### src/rtl/ptp_ns_timer_pkg.sv
package ptp_ns_timer_pkg;
  localparam int ADDR_W = 3;

  localparam logic [ADDR_W-1:0] A_CTRL   = 3'd0;
  localparam logic [ADDR_W-1:0] A_VALUE  = 3'd1;
  localparam logic [ADDR_W-1:0] A_PERIOD = 3'd2;
  localparam logic [ADDR_W-1:0] A_CORR   = 3'd3;
  localparam logic [ADDR_W-1:0] A_STEP   = 3'd4;

  localparam int CB_RUN     = 0;
  localparam int CB_WRAP_LO = 4;
  localparam int CB_WRAP_HI = 5;
  localparam int CB_EVT     = 7;
  localparam int CB_RESTART = 9;
  localparam int CB_SNAP    = 11;

  localparam int CORR_LSB = 8;
endpackage

### src/rtl/ptp_ns_timer_regs.sv
module ptp_ns_timer_regs
  import ptp_ns_timer_pkg::*;
#(
  parameter int CNT_W  = 32,
  parameter int STEP_W = 7
) (
  input  logic              clk,
  input  logic              rst_n,
  input  logic              wr_en,
  input  logic [ADDR_W-1:0] wr_addr,
  input  logic [CNT_W-1:0]  wr_data,
  input  logic [ADDR_W-1:0] rd_addr,
  input  logic [CNT_W-1:0]  cnt_i,
  output logic [CNT_W-1:0]  rd_data,
  output logic              run,
  output logic              wrap_en,
  output logic              evt_en,
  output logic              load,
  output logic              restart,
  output logic              corr_wr,
  output logic              snap_pend,
  output logic [CNT_W-1:0]  period,
  output logic [CNT_W-1:0]  corr_per,
  output logic [STEP_W-1:0] step,
  output logic [STEP_W-1:0] corr_step,
  output logic [CNT_W-1:0]  cap_val
);
  logic              wr_ctrl, wr_per, wr_step;
  logic              run_q, run_d, wlo_q, wlo_d, whi_q, whi_d, evt_q, evt_d;
  logic              snap_q, snap_d;
  logic [CNT_W-1:0]  per_q, cper_q, cap_q, cap_d;
  logic [STEP_W-1:0] step_q, cstep_q;

  assign wr_ctrl = wr_en && (wr_addr == A_CTRL);
  assign wr_per  = wr_en && (wr_addr == A_PERIOD);
  assign wr_step = wr_en && (wr_addr == A_STEP);
  assign corr_wr = wr_en && (wr_addr == A_CORR);
  assign load    = wr_en && (wr_addr == A_VALUE);
  assign restart = wr_ctrl && wr_data[CB_RESTART];

  always_comb begin
    run_d  = run_q;
    wlo_d  = wlo_q;
    whi_d  = whi_q;
    evt_d  = evt_q;
    snap_d = 1'b0;
    if (wr_ctrl) begin
      run_d  = wr_data[CB_RUN];
      wlo_d  = wr_data[CB_WRAP_LO];
      whi_d  = wr_data[CB_WRAP_HI];
      evt_d  = wr_data[CB_EVT];
      snap_d = wr_data[CB_SNAP];
    end
    cap_d = snap_q ? cnt_i : cap_q;
  end

  always_ff @(posedge clk or negedge rst_n) begin
    if (!rst_n) begin
      run_q  <= 1'b0;
      wlo_q  <= 1'b0;
      whi_q  <= 1'b0;
      evt_q  <= 1'b0;
      snap_q <= 1'b0;
      cap_q  <= '0;
    end else begin
      run_q  <= run_d;
      wlo_q  <= wlo_d;
      whi_q  <= whi_d;
      evt_q  <= evt_d;
      snap_q <= snap_d;
      cap_q  <= cap_d;
    end
  end

  always_ff @(posedge clk or negedge rst_n) begin
    if (!rst_n) begin
      per_q <= '0;
    end else if (wr_per) begin
      per_q <= wr_data;
    end
  end

  always_ff @(posedge clk or negedge rst_n) begin
    if (!rst_n) begin
      cper_q <= '0;
    end else if (corr_wr) begin
      cper_q <= wr_data;
    end
  end

  always_ff @(posedge clk or negedge rst_n) begin
    if (!rst_n) begin
      step_q  <= '0;
      cstep_q <= '0;
    end else if (wr_step) begin
      step_q  <= wr_data[STEP_W-1:0];
      cstep_q <= wr_data[CORR_LSB+STEP_W-1:CORR_LSB];
    end
  end

  always_comb begin
    rd_data = '0;
    case (rd_addr)
      A_CTRL: begin
        rd_data[CB_RUN]     = run_q;
        rd_data[CB_WRAP_LO] = wlo_q;
        rd_data[CB_WRAP_HI] = whi_q;
        rd_data[CB_EVT]     = evt_q;
        rd_data[CB_SNAP]    = snap_q;
      end
      A_VALUE:  rd_data = cap_q;
      A_PERIOD: rd_data = per_q;
      A_CORR:   rd_data = cper_q;
      A_STEP: begin
        rd_data[STEP_W-1:0]                 = step_q;
        rd_data[CORR_LSB+STEP_W-1:CORR_LSB] = cstep_q;
      end
      default:  rd_data = '0;
    endcase
  end

  assign run       = run_q;
  assign wrap_en   = wlo_q && whi_q;
  assign evt_en    = evt_q;
  assign snap_pend = snap_q;
  assign period    = per_q;
  assign corr_per  = cper_q;
  assign step      = step_q;
  assign corr_step = cstep_q;
  assign cap_val   = cap_q;
endmodule

### src/rtl/ptp_ns_timer_corr.sv
module ptp_ns_timer_corr #(
  parameter int CNT_W = 32
) (
  input  logic             clk,
  input  logic             rst_n,
  input  logic             run,
  input  logic             corr_wr,
  input  logic [CNT_W-1:0] corr_per,
  output logic             use_corr
);
  logic [CNT_W-1:0] phase_q, phase_d;
  logic             active, hit;

  assign active = (corr_per != '0);
  assign hit    = active && (phase_q == corr_per);

  always_comb begin
    phase_d = phase_q;
    if (corr_wr) begin
      phase_d = '0;
    end else if (run && active) begin
      phase_d = hit ? '0 : phase_q + 1'b1;
    end
  end

  always_ff @(posedge clk or negedge rst_n) begin
    if (!rst_n) begin
      phase_q <= '0;
    end else begin
      phase_q <= phase_d;
    end
  end

  assign use_corr = hit;
endmodule

### src/rtl/ptp_ns_timer_accum.sv
module ptp_ns_timer_accum #(
  parameter int CNT_W  = 32,
  parameter int STEP_W = 7
) (
  input  logic              clk,
  input  logic              rst_n,
  input  logic              run,
  input  logic              load,
  input  logic              restart,
  input  logic [CNT_W-1:0]  load_val,
  input  logic              wrap_en,
  input  logic              evt_en,
  input  logic [CNT_W-1:0]  period,
  input  logic [STEP_W-1:0] step,
  input  logic [STEP_W-1:0] corr_step,
  input  logic              use_corr,
  output logic [CNT_W-1:0]  cnt,
  output logic              wrap,
  output logic              evt
);
  localparam int SUM_W = CNT_W + 1;

  logic [CNT_W-1:0]  cnt_q, cnt_d;
  logic              wrap_q, wrap_d, evt_q, evt_d;
  logic [STEP_W-1:0] add;
  logic [SUM_W-1:0]  sum, lim;
  logic              hit;

  always_comb begin
    add    = use_corr ? corr_step : step;
    sum    = {1'b0, cnt_q} + {{(SUM_W-STEP_W){1'b0}}, add};
    lim    = {1'b0, period};
    hit    = run && wrap_en && (sum >= lim);
    cnt_d  = cnt_q;
    wrap_d = 1'b0;
    if (restart) begin
      cnt_d = '0;
    end else if (load) begin
      cnt_d = load_val;
    end else if (run) begin
      if (hit) begin
        cnt_d  = CNT_W'(sum - lim);
        wrap_d = 1'b1;
      end else begin
        cnt_d = sum[CNT_W-1:0];
      end
    end
    evt_d = wrap_d && evt_en;
  end

  always_ff @(posedge clk or negedge rst_n) begin
    if (!rst_n) begin
      cnt_q  <= '0;
      wrap_q <= 1'b0;
      evt_q  <= 1'b0;
    end else begin
      cnt_q  <= cnt_d;
      wrap_q <= wrap_d;
      evt_q  <= evt_d;
    end
  end

  assign cnt  = cnt_q;
  assign wrap = wrap_q;
  assign evt  = evt_q;
endmodule

### src/rtl/ptp_ns_timer.sv
module ptp_ns_timer
  import ptp_ns_timer_pkg::*;
#(
  parameter int CNT_W  = 32,
  parameter int STEP_W = 7
) (
  input  logic              clk,
  input  logic              rst_n,
  input  logic              wr_en,
  input  logic [ADDR_W-1:0] wr_addr,
  input  logic [CNT_W-1:0]  wr_data,
  input  logic [ADDR_W-1:0] rd_addr,
  output logic [CNT_W-1:0]  rd_data,
  output logic [CNT_W-1:0]  cnt_o,
  output logic              wrap_o,
  output logic              evt_o,
  output logic [CNT_W-1:0]  cap_o
);
  logic [1:0]        rst_sync_q;
  logic              rst_sync_n;
  logic              run, wrap_en, evt_en, load, restart, corr_wr, snap_pend, use_corr;
  logic [CNT_W-1:0]  period, corr_per;
  logic [STEP_W-1:0] step, corr_step;

  always_ff @(posedge clk or negedge rst_n) begin
    if (!rst_n) begin
      rst_sync_q <= 2'b00;
    end else begin
      rst_sync_q <= {rst_sync_q[0], 1'b1};
    end
  end
  assign rst_sync_n = rst_sync_q[1];

  ptp_ns_timer_regs #(.CNT_W(CNT_W), .STEP_W(STEP_W)) u_regs (
    .clk(clk), .rst_n(rst_sync_n), .wr_en(wr_en), .wr_addr(wr_addr),
    .wr_data(wr_data), .rd_addr(rd_addr), .cnt_i(cnt_o), .rd_data(rd_data),
    .run(run), .wrap_en(wrap_en), .evt_en(evt_en), .load(load),
    .restart(restart), .corr_wr(corr_wr), .snap_pend(snap_pend),
    .period(period), .corr_per(corr_per), .step(step),
    .corr_step(corr_step), .cap_val(cap_o)
  );

  ptp_ns_timer_corr #(.CNT_W(CNT_W)) u_corr (
    .clk(clk), .rst_n(rst_sync_n), .run(run), .corr_wr(corr_wr),
    .corr_per(corr_per), .use_corr(use_corr)
  );

  ptp_ns_timer_accum #(.CNT_W(CNT_W), .STEP_W(STEP_W)) u_accum (
    .clk(clk), .rst_n(rst_sync_n), .run(run), .load(load),
    .restart(restart), .load_val(wr_data), .wrap_en(wrap_en),
    .evt_en(evt_en), .period(period), .step(step),
    .corr_step(corr_step), .use_corr(use_corr), .cnt(cnt_o),
    .wrap(wrap_o), .evt(evt_o)
  );
endmodule

### config.mk
export PLATFORM = sky130hd
export DESIGN_NAME = ptp_ns_timer
export DESIGN_NICKNAME = d
export VERILOG_FILES = /design/src/rtl/ptp_ns_timer_pkg.sv /design/src/rtl/ptp_ns_timer_regs.sv /design/src/rtl/ptp_ns_timer_corr.sv /design/src/rtl/ptp_ns_timer_accum.sv /design/src/rtl/ptp_ns_timer.sv
export SDC_FILE = /design/constraint.sdc
export NUM_CORES = 1
export LEC_CHECK = 0
export ABC_AREA = 1
export BUFFER_PORTS_ARGS = -buffer_cell sky130_fd_sc_hd__buf_2
export CAP_MARGIN = 40
export CORE_MARGIN = 4
export CORE_UTILIZATION = 45
export CTS_BUF_LIST = sky130_fd_sc_hd__clkbuf_2 sky130_fd_sc_hd__clkbuf_4 sky130_fd_sc_hd__clkbuf_8
export CTS_CLUSTER_SIZE = 12
export DETAILED_ROUTE_END_ITERATION = 8
export PLACE_DENSITY = 0.66
export SLEW_MARGIN = 30
export SYNTH_ARGS = -nofsm -noshare
export SYNTH_HDL_FRONTEND = slang
export SYNTH_SLANG_ARGS = --single-unit
### constraint.sdc
create_clock -name clk -period 5.16 [get_ports clk]
set_clock_uncertainty 0.1 [all_clocks]
set_input_delay 0 -clock clk [delete_from_list [all_inputs] [get_ports clk]]
set_output_delay 0 -clock clk [all_outputs]
set_load 0.005 [all_outputs]
==> run_results.csv <==
group,metric,value,unit
global_routing,grt_pass1_wl,79400,um
critical_path,worst-path-buf-inv,10,
floorplanning,start_util,0.462,
power_and_ir_drop,peakVddDrop,529,uV
global_routing,antenna_found_initial,0,
yosys,avgSynthCellArea,6.87,um2
placed_design,port-buffer-count,138,
floorplanning,die_h,178,um
job,drv_cap,0,
power_and_ir_drop,p_per_area,520,mW/mm2
global_routing,grt_max_degree,114,
power_and_ir_drop,p_int,5110,uW
detailed_routing,drc_errors,0,
yosys,synth_xor_area_frac,0.0498,
timing,slew_headroom,0.473,
clock_tree,clockRootBuffer,"clkbuf_8",
global_routing,grt_usage,0.323,
critical_path,critPathTopFamily,"simple AND/OR/NAND/NOR gates",
floorplanning,io_pins,139,
floorplanning,dieArea,0.0317,mm2
detailed_routing,drt_iter0_drc,1440,
timing,period_share,1.03,
cells_and_area,n_antenna_cell,0,
detailed_routing,detail_route.wl_per_cell,19.0,um
timing,rsz0062_at_grt,"yes",
yosys,yosys_warnings,0,
outcome,status,"finished with violations",
floorplanning,rows,61,
timing,worstMarginPinSlew,789,ps
critical_path,endpoint_kind,"register",
yosys,synth_seq_cells,183,
critical_path,cp_slowest_stage_delay,420,ps
critical_path,cp_max_fo,8,
yosys,synth_flop_cell,"dfrtp_1",
critical_path,start_kind,"register",
placed_design,hpwlAfterDp,38600,um
cells_and_area,layout.nets,2428,
floorplanning,die_w,178,um
yosys,muxShareOfSynthArea,0.00693,
yosys,async_reset_ff_frac,1.00,
placed_design,dpl_cell_area,0.0159,mm2
cells_and_area,final_cell_area,0.0183,mm2
power_and_ir_drop,clock_power_share,0.104,
power_and_ir_drop,p_sw_frac,0.465,
cells_and_area,area_delta_synth_final,41.0,%
outcome,violations,"negative setup slack",
floorplanning,placeableCoreArea,0.0282,mm2
clock_tree,cts_sinks,183,
yosys,syn_inst,1893,
detailed_routing,drt-vias-per-instance,5.44,
yosys,yosys.area_share.simple,0.302,
detailed_routing,dr.pass1.iters,6,
timing,slew_viol_final,0,
placed_design,place_ws,-704,ps
power_and_ir_drop,p_comb_frac,0.657,
placed_design,routabilityCongestion,0.977,
detailed_routing,wirelength,51800,um
critical_path,crit_type,"reg -> reg",
clock_tree,tritoncts,"yes",
timing,period_needed,5340,ps
yosys,synth-seq-area-share,0.352,
yosys,synth_top_family_by_area,"simple AND/OR/NAND/NOR gates",
timing,fin_ws,-178,ps
power_and_ir_drop,power.leakage,0.00953,uW
critical_path,required,5460,ps
detailed_routing,vias,14900,
cells_and_area,layout_common_cells,"nand2_1 (477), buf_4 (291), inv_1 (283)",
timing,hold_viol,0,
global_routing,grt_pass1_vias,14200,
yosys,synth_fp_nets,1977,
yosys,netlist_area,0.0130,mm2
power_and_ir_drop,p_switching,4430,uW
hold_path,hp-class,"reg -> async",
timing,setup_viol,33,
cells_and_area,final_common_cell,"nand2_1",
detailed_routing,final_antenna_net_count,0,
timing,clock.fmax,0.187,GHz
clock_tree,clock_latency,490,ps
clock_tree,numCtsBuffers,17,
yosys,synth_compound_area_frac,0.135,
global_routing,grt_overflow_total,0,
yosys,synth_edf_count,0,
yosys,ys_types,45,
cells_and_area,drive_gt1_frac,0.311,
clock_tree,cts.path.max_buffers,2,
yosys,synth_fa_ha_area_frac,0.0425,
critical_path,cp_slowest_cell,"nor4_4",
power_and_ir_drop,pwr-share-seq,0.239,
clock_tree,htreeDepth,4,
critical_path,worstPathArrival,5640,ps
clock_tree,cts.reportedPaths.clkPinSlew,120,ps
==> cells by family (layout without fill, tap and decap cells) <==
family                   count (synthesis)  count (layout)
AO/OA/AOI/OAI                          316             316
XOR/XNOR                                74              74
adder cells (fa/ha/maj)                 43              43
buffers and inverters                  374             838
flip-flops                             183             183
multiplexers                             8               8
other                                    1               1
AND/OR/NAND/NOR                        894             894
==> final cells by class <==
type | instances | area (um2)
Fill cell | 2470 | 9820
Multi-Input combinational cell | 1336 | 8020
Clock buffer | 18 | 248
Inverter | 309 | 1160
Timing Repair Buffer | 497 | 3720
Tap cell | 378 | 473
Sequential cell | 183 | 4580
Clock inverter | 14 | 134
==> synthesized netlist by cell type (22+ instances only) <==
library cell	n	area (um2)
xnor2_1	22	193
nor2_1	111	417
nor3_1	30	150
nand3_1	70	350
inv_1	299	1120
nand2_1	531	1990
a21oi_1	78	390
o21ai_0	161	806
ha_1	41	513
dfrtp_1	183	4580
xor2_1	52	455
clkbuf_1	51	191
nand4_1	79	494
==> layer usage <==
| layer | part of all wire | vias up | GRT usage |
|---|---|---|---|
| met2 | 0.47 | 659 | 0.525 |
| met3 | 0.078 | 101 | 0.0513 |
| li1 | - | 7030 | - |
| met4 | 0.028 | 0 | 0.0954 |
| met1 | 0.42 | 7087 | 0.448 |
| met5 | 0 | - | 0 |
==> stage by stage <==
| step | power, uW | hold WS (ps) | utilization | TNS (ps) | std cells |
|---|---|---|---|---|---|
| after floorplan | 4910 | -396 | - | 0 | 1893 |
| after global placement | 7490 | -315 | 0.562 | -19720 | 2590 |
| after detailed placement | 7530 | -311 | 0.565 | -22390 | 2593 |
| after CTS | 9070 | 63.1 | 0.628 | -193 | 2721 |
| after global routing | 10200 | 196 | 0.651 | -14330 | 2735 |
| final | 9540 | 170 | 0.651 | -3980 | 2735 |
==> final timing paths <==
path	depth (start not counted)	from	to	slack, ps
max	39	u_regs.corr_per[10]	u_accum.cnt[27]	-180
min	0	rst_sync_q[1]	u_regs.period[5]	170
max reg2reg	39	u_regs.corr_per[10]	u_accum.cnt[27]	-180
min reg2reg	0	rst_sync_q[1]	u_regs.period[5]	170
max in group asynchronous	1	rst_sync_q[1]	u_regs.period[18]	3790
min in group clk	0	rst_sync_q[0]	rst_sync_q[1]	270
==> state kept, by name, summed over array words and instances, names as in the netlist, 2 cells and up <==
register and cells:
u_regs.step 7, u_regs.corr_per 32, rst_sync_q 2, u_regs.corr_step 7, u_accum.cnt 32, u_regs.period 32
u_regs.cap_val 32, u_corr.phase_q 32
==> repair_timing <==
action,4_1_cts,5_1_grt
setup buffers,57,13
hold endpoints to repair,117,4
setup endpoints to repair,34,42
gates cloned,1,2
hold buffers,39,1
pin swaps,42,79
gates resized for setup,128,116
==> power by group through the flow <==
stage	combinational, uW	clock, uW	sequential [uW]
2_1_floorplan	2780	0	2130
3_3_place_gp	5240	0	2250
3_5_place_dp	5280	0	2250
4_1_cts	5840	993	2240
5_1_grt	6870	1050	2310
6_report	6270	990	2280
Power figures use the tool's default switching activity.
